### src/rtl/code_nco_pkg.sv
package code_nco_pkg;

    // Register write targets on the 16-bit write port
    typedef enum logic [1:0] {
        SEL_STEP_HI = 2'b00,
        SEL_STEP_LO = 2'b01,
        SEL_PRESET  = 2'b10,
        SEL_NONE    = 2'b11
    } wr_sel_e;

endpackage

### src/rtl/nco_ctrl_regs.sv
module nco_ctrl_regs
    import code_nco_pkg::*;
#(
    parameter int INC_W = 25,
    parameter int BUS_W = 16,
    parameter int PRE_W = 8
) (
    input  logic                     clk,
    input  logic                     rst_n,
    input  logic                     wr_en,
    input  logic [1:0]               wr_sel,
    input  logic [BUS_W-1:0]         wr_data,
    output logic [INC_W-BUS_W-1:0]   hold_o,
    output logic [INC_W-1:0]         step_o,
    output logic [PRE_W-1:0]         preset_o
);
    localparam int HI_W = INC_W - BUS_W;

    typedef struct packed {
        logic [HI_W-1:0]  hold;
        logic [INC_W-1:0] step;
        logic [PRE_W-1:0] preset;
    } regs_t;

    regs_t r_d, r_q;

    always_comb begin
        r_d = r_q;
        if (wr_en) begin
            unique case (wr_sel_e'(wr_sel))
                SEL_STEP_HI: r_d.hold   = wr_data[HI_W-1:0];
                SEL_STEP_LO: r_d.step   = {r_q.hold, wr_data};
                SEL_PRESET:  r_d.preset = wr_data[PRE_W-1:0];
                default:     r_d        = r_q;
            endcase
        end
    end

    always_ff @(posedge clk or negedge rst_n) begin
        if (!rst_n) r_q <= '0;
        else        r_q <= r_d;
    end

    assign hold_o   = r_q.hold;
    assign step_o   = r_q.step;
    assign preset_o = r_q.preset;
endmodule

### src/rtl/nco_phase_acc.sv
module nco_phase_acc #(
    parameter int ACC_W = 26,
    parameter int INC_W = 25,
    parameter int PRE_W = 8
) (
    input  logic             clk,
    input  logic             rst_n,
    input  logic [INC_W-1:0] step,
    input  logic [PRE_W-1:0] preset,
    input  logic             load,
    output logic [ACC_W-1:0] acc_o,
    output logic             wrap_o
);
    localparam int SUM_W = ACC_W + 1;
    localparam int PAD_W = SUM_W - INC_W;
    localparam int LOW_W = ACC_W - PRE_W;

    typedef struct packed {
        logic [ACC_W-1:0] acc;
        logic             wrap;
    } acc_t;

    acc_t a_d, a_q;
    logic [SUM_W-1:0] sum;

    always_comb begin
        sum = {1'b0, a_q.acc} + {{PAD_W{1'b0}}, step};
        a_d = a_q;
        if (load) begin
            a_d.acc  = {preset, {LOW_W{1'b0}}};
            a_d.wrap = 1'b0;
        end else begin
            a_d.acc  = sum[ACC_W-1:0];
            a_d.wrap = sum[ACC_W];
        end
    end

    always_ff @(posedge clk or negedge rst_n) begin
        if (!rst_n) a_q <= '0;
        else        a_q <= a_d;
    end

    assign acc_o  = a_q.acc;
    assign wrap_o = a_q.wrap;
endmodule

### src/rtl/nco_tic_capture.sv
module nco_tic_capture #(
    parameter int CAP_W = 10,
    parameter int BUS_W = 16
) (
    input  logic             clk,
    input  logic             rst_n,
    input  logic             tic,
    input  logic [CAP_W-1:0] acc_top,
    output logic [BUS_W-1:0] rd_o
);
    typedef struct packed {
        logic [CAP_W-1:0] cap;
    } cap_t;

    cap_t c_d, c_q;

    always_comb begin
        c_d = c_q;
        if (tic) c_d.cap = acc_top;
    end

    always_ff @(posedge clk or negedge rst_n) begin
        if (!rst_n) c_q <= '0;
        else        c_q <= c_d;
    end

    assign rd_o = {{(BUS_W-CAP_W){1'b0}}, c_q.cap};
endmodule

### src/rtl/code_nco.sv
module code_nco #(
    parameter int ACC_W = 26,
    parameter int INC_W = 25,
    parameter int BUS_W = 16,
    parameter int CAP_W = 10,
    parameter int PRE_W = 8
) (
    input  logic             clk,
    input  logic             rst_n,
    input  logic             wr_en,
    input  logic [1:0]       wr_sel,
    input  logic [BUS_W-1:0] wr_data,
    input  logic             preset_mode,
    input  logic             tic,
    output logic             half_chip_en,
    output logic [BUS_W-1:0] phase_rd
);
    localparam int HI_W = INC_W - BUS_W;

    logic [HI_W-1:0]  hold_w;
    logic [INC_W-1:0] step_w;
    logic [PRE_W-1:0] preset_w;
    logic [ACC_W-1:0] acc_w;
    logic             load_w;

    assign load_w = tic & preset_mode;

    nco_ctrl_regs #(.INC_W(INC_W), .BUS_W(BUS_W), .PRE_W(PRE_W)) u_regs (
        .clk      (clk),
        .rst_n    (rst_n),
        .wr_en    (wr_en),
        .wr_sel   (wr_sel),
        .wr_data  (wr_data),
        .hold_o   (hold_w),
        .step_o   (step_w),
        .preset_o (preset_w)
    );

    nco_phase_acc #(.ACC_W(ACC_W), .INC_W(INC_W), .PRE_W(PRE_W)) u_acc (
        .clk    (clk),
        .rst_n  (rst_n),
        .step   (step_w),
        .preset (preset_w),
        .load   (load_w),
        .acc_o  (acc_w),
        .wrap_o (half_chip_en)
    );

    nco_tic_capture #(.CAP_W(CAP_W), .BUS_W(BUS_W)) u_cap (
        .clk     (clk),
        .rst_n   (rst_n),
        .tic     (tic),
        .acc_top (acc_w[ACC_W-1 -: CAP_W]),
        .rd_o    (phase_rd)
    );
endmodule

### config.mk
export PLATFORM = sky130hd
export DESIGN_NAME = code_nco
export DESIGN_NICKNAME = d
export VERILOG_FILES = /design/src/rtl/code_nco_pkg.sv /design/src/rtl/nco_ctrl_regs.sv /design/src/rtl/nco_phase_acc.sv /design/src/rtl/nco_tic_capture.sv /design/src/rtl/code_nco.sv
export SDC_FILE = /design/constraint.sdc
export NUM_CORES = 1
export LEC_CHECK = 0
export BUFFER_PORTS_ARGS = -buffer_cell sky130_fd_sc_hd__clkbuf_2
export CORE_ASPECT_RATIO = 0.5
export CORE_MARGIN = 8
export CORE_UTILIZATION = 64
export DETAILED_ROUTE_END_ITERATION = 10
export PLACE_DENSITY = 0.94
export SLEW_MARGIN = 30
export SYNTH_ARGS = -nofsm -noshare
export SYNTH_HDL_FRONTEND = slang
export SYNTH_SLANG_ARGS = --single-unit
### constraint.sdc
create_clock -name clk -period 3.55 [get_ports clk]
set_input_delay 0.5325 -clock clk [delete_from_list [all_inputs] [get_ports clk]]
set_output_delay 0.5325 -clock clk [all_outputs]
set_load 0.01 [all_outputs]
==> impl_metrics.csv <==
group,metric,value,unit
place,place.gp.congestion,0.933,
yosys,async_flop_share,100,%
place,placed_area,4480,um2
worst_setup_path,path_buf_inv,1,
worst_setup_path,end_kind,"flop",
floorplanning,die_x,131,um
final_layout,antenna_cells,0,
final_layout,final_cell_mix,"dfrtp_1, mux2_2, clkbuf_2",
yosys,syn_area,4260,um2
global_route,track_usage,20.6,%
worst_setup_path,r2r-start,"u_regs.step_o[0]",
clock_tree,clockRootBuffer,"clkbuf_16",
clock_tree,clk_pin_slew,60,ps
yosys,synth_seq_cells,79,
place,dp_hpwl,6.61,mm
global_route,antenna_found_initial,0,
sta,worst_slew_pin_slew,702,ps
final_layout,fin_nets,473,
worst_setup_path,crit_family,"compound AO/OA/AOI/OAI gates",
detailed_routing,drc_errors,0,
global_route,overflow,0,
global_route,grt_pass1_vias,3240,
clock_tree,clk_latency,340,ps
sta,tns,0,ps
power,p_leak,0.00216,uW
final_layout,fin_util,72.6,%
sta,drv_slew,0,
detailed_routing,postRouteAntennaNets,0,
worst_setup_path,cp.arrival,2810,ps
clock_tree,cts_hold_buf,0,
floorplanning,pin_count,40,
power,cellPowerDensity,936,nW/um2
clock_tree,cts_made_buffers,9,
detailed_routing,firstDrtPassIters,4,
job,maxCapViolCount,0,
yosys,syn_inst,393,
worst_hold_path,worstHoldPathType,"in -> async",
final_layout,final_area,4770,um2
sta,max_freq,388,MHz
clock_tree,cts_setup_buffers,0,
place,io_buffers,33,
final_layout,syn_to_final_growth,12.0,%
floorplanning,fp.dieArea,9680,um2
yosys,ys_warn_count,0,
detailed_routing,vias,3221,
final_layout,fillerInstances,446,
detailed_routing,routedWlPerCell,18.4,um
yosys,synth-edff-count,0,
clock_tree,clk_path_buf_depth,2,
outcome,status,"finished clean",
sta,fin_crit,2580,ps
final_layout,post_route_cells_drive_above_1_share,25.4,%
worst_setup_path,worstSetupPathType,"reg -> reg",
worst_setup_path,max_stage_delay,410,ps
detailed_routing,vias_per_cell,6.18,
clock_tree,htree_levels,3,
detailed_routing,dr.first_iter.drc_count,396,
worst_setup_path,required,3780,ps
floorplanning,coreArea,6570,um2
clock_tree,tritoncts,"built",
worst_setup_path,timing.rr.end,"u_acc.acc_o[24]",
yosys,ys.flop_type,"dfrtp_1",
floorplanning,placementRows,21,
power,ir_worst_vdd,0.384,mV
worst_setup_path,rr_worst_depth,9,
final_layout,final_common_cell,"dfrtp_1",
global_route,grt_pass1_wl,15.8,mm
place,dpl.cell_count,505,
sta,report.final.hold_viol_count,0,
floorplanning,die_h,73.7,um
floorplanning,start_util,64.9,%
clock_tree,cts.sinks,79,
global_route,grt_max_degree,80,
worst_setup_path,slowest_stage,"o31a_1",
yosys,ys_types,51,
detailed_routing,wirelength,9.59,mm
sta,maxSlewHeadroom,53.1,%
clock_tree,cts.repair.resized,0,
final_layout,stdcell_count,521,
sta,skew,9.08,ps
sta,period_share,72.6,%
sta,rsz0062_at_grt,"false",
worst_setup_path,cp-start-kind,"flop",
yosys,synth_sequential_area_ratio,46.4,%
worst_setup_path,r2r_setup_slack,970,ps
worst_setup_path,worstPathCellList,"ha_1, inv_1, fa_1, nor2b_4, o31a_1, o21a_2, o31a_1, a2111o_1, and3_1",
worst_setup_path,crit_path_frequent_cell,"o31a_1",
sta,setup_violations,0,
yosys,avgSynthCellArea,10.8,um2
worst_setup_path,worstPathMaxFanout,6,
[layer usage]
layer	global-route usage, %	wire [um]	vias up
li1	-	-	1496
met4	6.94	133	0
met5	0	0	-
met1	25.7	4140	1589
met3	6.14	732	15
met2	34.0	4580	121
[where the power goes]
| group | leakage (uW) | internal [uW] | switching [uW] |
|---|---|---|---|
| Sequential | 0.000942 | 1230 | 160 |
| Combinational | 0.00108 | 938 | 1270 |
| Clock | 0.000135 | 486 | 390 |
[synth_stat cells, types with 4 or more instances]
cell type | instances | area (um2)
o211a_1 | 6 | 60.1
a31oi_1 | 4 | 25.0
clkbuf_1 | 12 | 45.0
a21oi_1 | 27 | 135
nor2_1 | 26 | 97.6
nor3_1 | 15 | 75.1
o21ai_0 | 11 | 55.1
mux2_2 | 52 | 586
nand2_1 | 26 | 97.6
and3_1 | 5 | 31.3
ha_1 | 25 | 313
nand4_1 | 4 | 25.0
xnor2_1 | 9 | 78.8
buf_4 | 6 | 45.0
nand3_1 | 8 | 40.0
nand2b_1 | 5 | 31.3
and2_1 | 5 | 31.3
dfrtp_1 | 79 | 1980
o21a_1 | 7 | 52.6
a21o_1 | 4 | 30.0
inv_1 | 8 | 30.0
[through the flow]
step	total power, uW	setup WS [ps]	hold slack (ps)
detailed placement	3510	1030	490
global route	4760	847	293
finish	4470	972	218
global placement	3410	1090	481
floorplan	3010	1200	237
CTS	4430	996	388
[registers in the layout, summed over array words and instances (netlist names)]
name	cells
u_regs.step_o	25
u_regs.hold_o	9
u_acc.wrap_o	1
u_regs.preset_o	8
u_cap.c_q	10
u_acc.acc_o	26
[cell type report]
cell class                 instances  area [um2]  share of cell area [%]
clock buffer                       9         225                    4.72
timing repair buffer              35         186                    3.91
tap                               92         115                    2.41
multi-input combinational        291        2180                    45.6
clock inverter                     7        61.3                    1.28
inverter                           8        30.0                   0.629
sequential                        79        1980                    41.4
[worst reg2reg max path: cells and delay by family (launching register included)]
kind | cells | cell delay [ps]
AOI/OAI and AO/OA | 4 | 1330
adders and majority gates | 2 | 470
buffers and inverters | 1 | 70
DFF | 1 | 390
and+or+nand+nor | 2 | 200
[worst max path at each step]
stage | to | slack (ps) | depth (start not counted) | start
final | u_acc.acc_o[24] | 970 | 9 | u_regs.step_o[0]
after global routing | u_acc.acc_o[20] | 850 | 9 | u_regs.step_o[0]
after CTS | u_acc.acc_o[24] | 1000 | 9 | u_regs.step_o[0]
after detailed placement | u_acc.acc_o[20] | 1030 | 9 | u_regs.step_o[0]
after global placement | u_acc.acc_o[24] | 1090 | 9 | u_regs.step_o[0]
after floorplan | u_acc.acc_o[24] | 1200 | 9 | u_regs.step_o[0]
[logic make-up after synthesis]
family,count (synthesis),share of synthesized area (%)
fa+ha+maj,26,7.81
compound gates,88,13.8
flops,79,46.4
buf+inv,28,2.99
simple gates,106,12.4
other cells,1,0.0880
xor+xnor,12,2.47
mux,53,14.0
No activity file was read; power rests on OpenSTA's default activity.
